`config.mk`:
```
export PLATFORM = sky130hd
export DESIGN_NAME = clk_victim_sel
export DESIGN_NICKNAME = d
export VERILOG_FILES = /design/src/rtl/clk_repl_pkg.sv /design/src/rtl/clk_ref_bank.sv /design/src/rtl/clk_hand_ptr.sv /design/src/rtl/clk_sweep_fsm.sv /design/src/rtl/clk_victim_sel.sv
export SDC_FILE = /design/constraint.sdc
export NUM_CORES = 1
export LEC_CHECK = 0
export BUFFER_PORTS_ARGS = -buffer_cell sky130_fd_sc_hd__clkbuf_2
export CORE_MARGIN = 2
export CORE_UTILIZATION = 50
export DETAILED_ROUTE_END_ITERATION = 7
export GPL_ROUTABILITY_DRIVEN = 0
export GPL_TIMING_DRIVEN = 0
export PLACE_DENSITY = 0.73
export SLEW_MARGIN = 10
export SYNTH_ARGS = -nofsm -noshare
export SYNTH_HDL_FRONTEND = slang
export SYNTH_SLANG_ARGS = --single-unit
```
`constraint.sdc`:
```
create_clock -name clk -period 2.8 [get_ports clk]
set_input_delay 0.28 -clock clk [delete_from_list [all_inputs] [get_ports clk]]
set_output_delay 0.28 -clock clk [all_outputs]
set_load 0.05 [all_outputs]
```
`src/rtl/clk_repl_pkg.sv`:
```
package clk_repl_pkg;
  typedef enum logic {
    SW_IDLE = 1'b0,
    SW_SCAN = 1'b1
  } sweep_state_e;
endpackage

```
`src/rtl/clk_ref_bank.sv`:
```
module clk_ref_bank #(
  parameter int N_FRAMES = 8,
  localparam int IDX_W = $clog2(N_FRAMES)
) (
  input  logic                clk,
  input  logic                rst_n,
  input  logic [N_FRAMES-1:0] set_vec,
  input  logic                clr_en,
  input  logic [IDX_W-1:0]    clr_idx,
  output logic [N_FRAMES-1:0] flags
);
  logic [N_FRAMES-1:0] clr_mask;
  logic [N_FRAMES-1:0] flags_d;

  for (genvar gi = 0; gi < N_FRAMES; gi++) begin : g_clr
    assign clr_mask[gi] = clr_en && (clr_idx == IDX_W'(gi));
  end

  // a fresh reference overrides the walk's clear
  always_comb begin
    flags_d = (flags & ~clr_mask) | set_vec;
  end

  always_ff @(posedge clk or negedge rst_n) begin
    if (!rst_n) flags <= '0;
    else        flags <= flags_d;
  end
endmodule

```
`src/rtl/clk_hand_ptr.sv`:
```
module clk_hand_ptr #(
  parameter int N_FRAMES = 8,
  localparam int IDX_W = $clog2(N_FRAMES)
) (
  input  logic             clk,
  input  logic             rst_n,
  input  logic             adv_en,
  output logic [IDX_W-1:0] hand
);
  logic [IDX_W-1:0] hand_d;

  always_comb begin
    hand_d = hand;
    if (adv_en) begin
      if (hand == IDX_W'(N_FRAMES - 1)) hand_d = '0;
      else                              hand_d = hand + 1'b1;
    end
  end

  always_ff @(posedge clk or negedge rst_n) begin
    if (!rst_n) hand <= '0;
    else        hand <= hand_d;
  end
endmodule

```
`src/rtl/clk_sweep_fsm.sv`:
```
module clk_sweep_fsm
  import clk_repl_pkg::*;
#(
  parameter int IDX_W = 3
) (
  input  logic             clk,
  input  logic             rst_n,
  input  logic             req,
  input  logic             cur_flag,
  input  logic [IDX_W-1:0] hand,
  output logic             busy,
  output logic             clr_en,
  output logic             adv_en,
  output logic             done,
  output logic [IDX_W-1:0] victim
);
  sweep_state_e     state_q, state_d;
  logic             done_d;
  logic [IDX_W-1:0] victim_d;
  logic             victim_en;

  always_comb begin
    state_d   = state_q;
    clr_en    = 1'b0;
    adv_en    = 1'b0;
    done_d    = 1'b0;
    victim_en = 1'b0;
    victim_d  = hand;
    case (state_q)
      SW_IDLE: begin
        if (req) state_d = SW_SCAN;
      end
      SW_SCAN: begin
        adv_en = 1'b1;
        if (cur_flag) begin
          clr_en = 1'b1;
        end else begin
          done_d    = 1'b1;
          victim_en = 1'b1;
          state_d   = SW_IDLE;
        end
      end
      default: state_d = SW_IDLE;
    endcase
  end

  always_ff @(posedge clk or negedge rst_n) begin
    if (!rst_n) begin
      state_q <= SW_IDLE;
      done    <= 1'b0;
    end else begin
      state_q <= state_d;
      done    <= done_d;
    end
  end

  always_ff @(posedge clk or negedge rst_n) begin
    if (!rst_n)         victim <= '0;
    else if (victim_en) victim <= victim_d;
  end

  assign busy = (state_q == SW_SCAN);
endmodule

```
`src/rtl/clk_victim_sel.sv`:
```
module clk_victim_sel #(
  parameter int N_FRAMES = 8,
  localparam int IDX_W = $clog2(N_FRAMES)
) (
  input  logic                clk,
  input  logic                rst_n,
  input  logic [N_FRAMES-1:0] ref_vec,
  input  logic                sweep_req,
  output logic                busy,
  output logic                done,
  output logic [IDX_W-1:0]    victim_idx
);
  logic [N_FRAMES-1:0] flags;
  logic [IDX_W-1:0]    hand_q;
  logic                clr_en;
  logic                adv_en;
  logic                cur_flag;

  assign cur_flag = flags[hand_q];

  clk_ref_bank #(.N_FRAMES(N_FRAMES)) u_bank (
    .clk     (clk),
    .rst_n   (rst_n),
    .set_vec (ref_vec),
    .clr_en  (clr_en),
    .clr_idx (hand_q),
    .flags   (flags)
  );

  clk_hand_ptr #(.N_FRAMES(N_FRAMES)) u_hand (
    .clk    (clk),
    .rst_n  (rst_n),
    .adv_en (adv_en),
    .hand   (hand_q)
  );

  clk_sweep_fsm #(.IDX_W(IDX_W)) u_fsm (
    .clk      (clk),
    .rst_n    (rst_n),
    .req      (sweep_req),
    .cur_flag (cur_flag),
    .hand     (hand_q),
    .busy     (busy),
    .clr_en   (clr_en),
    .adv_en   (adv_en),
    .done     (done),
    .victim   (victim_idx)
  );
endmodule

```
==> run_results.csv <==
group,metric,value,unit
status,status,"finished clean",
worst_hold_path,hold_path_end,"u_bank.flags[4]",
synthesis,ys_top_cells_by_count,"dfrtp_1 (16), nand2_1 (10), a21o_1 (6), ha_1 (6)",
synthesis,ys_types,23,
clock_network,path_clk_slew,100,ps
power,switchingPower,521,µW
clock_network,cts-resized-gates,0,
timing,finalCriticalPeriod,1770,ps
power,p_leak,0.450,nW
timing,rsz0062_at_grt,"false",
power,comb_power_share,0.539,
synthesis,synth.top_cell.area_share,0.460,
synthesis,synth_edf_count,0,
run,max_cap_violations,0,
grt,gr-total-overflow,0,
grt,grt_pass1_wl,2.62,mm
critical_path,arrival,1930,ps
clock_network,hold_buffers,1,
detailed_routing,wl_per_cell,14.6,µm
synthesis,ys.flop_type,"dfrtp_1",
grt,first_global_vias,596,
clock_network,insertion_delay,280,ps
floorplanning,io_pins,16,
timing,setup_viol,0,
detailed_routing,vias,612,
critical_path,rr_worst_depth,5,
floorplanning,core_area,1690,µm²
clock_network,cts_max_path_buffers,2,
detailed_routing,via_per_inst,5.51,
synthesis,async_reset_ff_frac,1.00,
placement,port_buffers,15,
timing,max_freq,566,MHz
placement,dpl_cell_area,967,µm²
synthesis,syn_area,871,µm²
worst_hold_path,hp-class,"in -> reg",
synthesis,synth_area_leaders,"dfrtp_1 (46%), ha_1 (8.6%), a21o_1 (5.2%)",
critical_path,crit_chain,"buf_6 > nor2b_1 > a2111oi_2 > o31a_4 > mux2_4",
layout,synthToLayoutAreaGrowth,16.4,%
clock_network,numClockSinks,16,
layout,final_area,1010,µm²
synthesis,ys_warn_count,0,
placement,dpl.hpwl,1.24,mm
clock_network,cts_setup_buffers,0,
critical_path,startpoint_type,"flip-flop",
synthesis,syn_inst,74,
timing,slew_headroom,0.697,
timing,setup_tns,0,ps
critical_path,cpLargestDelayFamily,"compound AO/OA/AOI/OAI gates",
grt,gr-usage-all-layers,0.182,
timing,fin_crit_sh,0.631,
floorplanning,row_count,15,
timing,worstMarginPinSlew,453,ps
critical_path,worstPathRequired,2970,ps
critical_path,r2r_slack,1030,ps
worst_hold_path,hold_start,"ref_vec[4]",
floorplanning,chipWidth,45.7,µm
grt,grt_antenna_before_repair,0,
detailed_routing,post-route-drc-count,0,
layout,fill_cells,139,
synthesis,seq_area_frac_synth,0.460,
critical_path,timing.rr.end,"u_fsm.victim[0]",
timing,finalMaxSlewViolations,0,
layout,drive_gt1_frac,0.319,
synthesis,syn_avg_cell_area,11.8,µm²
detailed_routing,wl,1.62,mm
power,clockPowerShare,0.124,
detailed_routing,dr.pass1.iters,4,
layout,num_antenna_cells,0,
grt,grt_max_degree,17,
critical_path,endpoint_kind,"flip-flop",
power,swShare,0.435,
synthesis,synth_top_area_cell,"dfrtp_1",
timing,skew,10.2,ps
power,seq_power_share,0.337,
power,ir_drop,0.498,mV
critical_path,critPathBufInv,1,
clock_network,root_buffer,"clkbuf_4",
synthesis,synth_seq_cells,16,
critical_path,max_stage_delay,480,ps
detailed_routing,detail-route-antenna-nets,0,
critical_path,crit_path_top_delay_cell,"a2111oi_2",
synthesis,synth_nets,91,
synthesis,synth_most_common_cell,"dfrtp_1",
power,intPower,675,µW
worst_hold_path,min_path_cells,2,
clock_network,cts_made_buffers,3,
critical_path,path_max_fanout,10,
floorplanning,die-area,2090,µm²
floorplanning,initial_utilization,0.516,
layout,nets,112,
timing,hold_violations,0,
clock_network,cts_tree,"built",
critical_path,r2r_start,"u_hand.hand[1]",
clock_network,htreeDepth,1,
detailed_routing,drt_iter0_drc,6,
critical_path,critPathKind,"reg -> reg",
power,power_density,1180,nW/µm²
floorplanning,die_h,45.7,µm
-- power groups by stage --
stage	registers (mW)	logic, mW	clock network, mW
2_1_floorplan	0.491	0.420	0
3_3_place_gp	0.399	0.635	0
3_5_place_dp	0.407	0.645	0
4_1_cts	0.402	0.650	0.156
5_1_grt	0.415	0.707	0.175
6_report	0.403	0.645	0.148
-- worst max-delay path by stage --
| stage | slack, ps | end | startpoint | cells past startpoint |
|---|---|---|---|---|
| 3_3_place_gp | 1080 | u_fsm.victim[0] | u_hand.hand[1] | 5 |
| 3_5_place_dp | 1050 | u_fsm.victim[0] | u_hand.hand[1] | 5 |
| 5_1_grt | 930 | u_fsm.victim[0] | u_hand.hand[1] | 5 |
| 2_1_floorplan | 1160 | u_fsm.victim[0] | u_hand.hand[1] | 5 |
| 4_1_cts | 1020 | u_fsm.victim[0] | u_hand.hand[1] | 5 |
| 6_report | 1030 | u_fsm.victim[0] | u_hand.hand[1] | 5 |
-- area by class of cell --
cell class                      count  area (µm²)  share of cell area
Clock buffer                        4        36.3              0.0358
Sequential cell                    16         400               0.395
Timing Repair Buffer               16        85.1              0.0840
Buffer                              3        20.0              0.0198
Multi-Input combinational cell     51         435               0.430
Inverter                            4        15.0              0.0148
Tap cell                           17        21.3              0.0210
-- layout by cell type (no fill, tap or decap), types with 2 or more instances in the layout --
cell type  instances
nand2_1           10
inv_1              4
nor2_1             3
a2111oi_2          2
dfrtp_1           16
ha_1               6
and3_1             2
nand2b_1           3
a21o_1             6
mux2_4             3
nor2b_1            2
clkbuf_2          15
o41ai_1            2
o21ai_0            4
clkbuf_4           3
mux4_2             2
-- stage by stage --
| stage | hold WS (ps) | power, mW | utilization | instances | setup WS (ps) |
|---|---|---|---|---|---|
| after floorplan | -15.6 | 0.911 | - | 74 | 1160 |
| after global placement | 216 | 1.03 | 0.573 | 106 | 1080 |
| after detailed placement | 221 | 1.05 | 0.573 | 106 | 1050 |
| after CTS | 161 | 1.21 | 0.600 | 111 | 1020 |
| after global routing | 155 | 1.30 | 0.600 | 111 | 932 |
| final | 168 | 1.20 | 0.600 | 111 | 1030 |
-- flip-flops by register name, summed over array words and instances, names as in the netlist --
register,count
u_fsm.done,1
u_bank.flags,8
u_hand.hand,3
u_fsm.busy,1
u_fsm.victim,3
-- kinds of logic (layout without fill, tap and decap cells) --
family | after synthesis | count (layout) | share of synthesized area
AO/OA/AOI/OAI | 16 | 16 | 0.164
adder cells (fa/ha/maj) | 6 | 6 | 0.0862
buffers and inverters | 7 | 27 | 0.0402
flip-flops | 16 | 16 | 0.460
multiplexers | 7 | 7 | 0.128
AND/OR/NAND/NOR | 22 | 22 | 0.122
-- per-layer routing --
layer | vias to the layer above | track usage | share of wire
met2 | 15 | 0.296 | 0.49
met4 | 0 | 0.0857 | 0.015
met3 | 2 | 0.0476 | 0.047
met5 | - | 0 | 0
met1 | 296 | 0.224 | 0.45
li1 | 299 | - | -
Power figures use the tool's default switching activity.
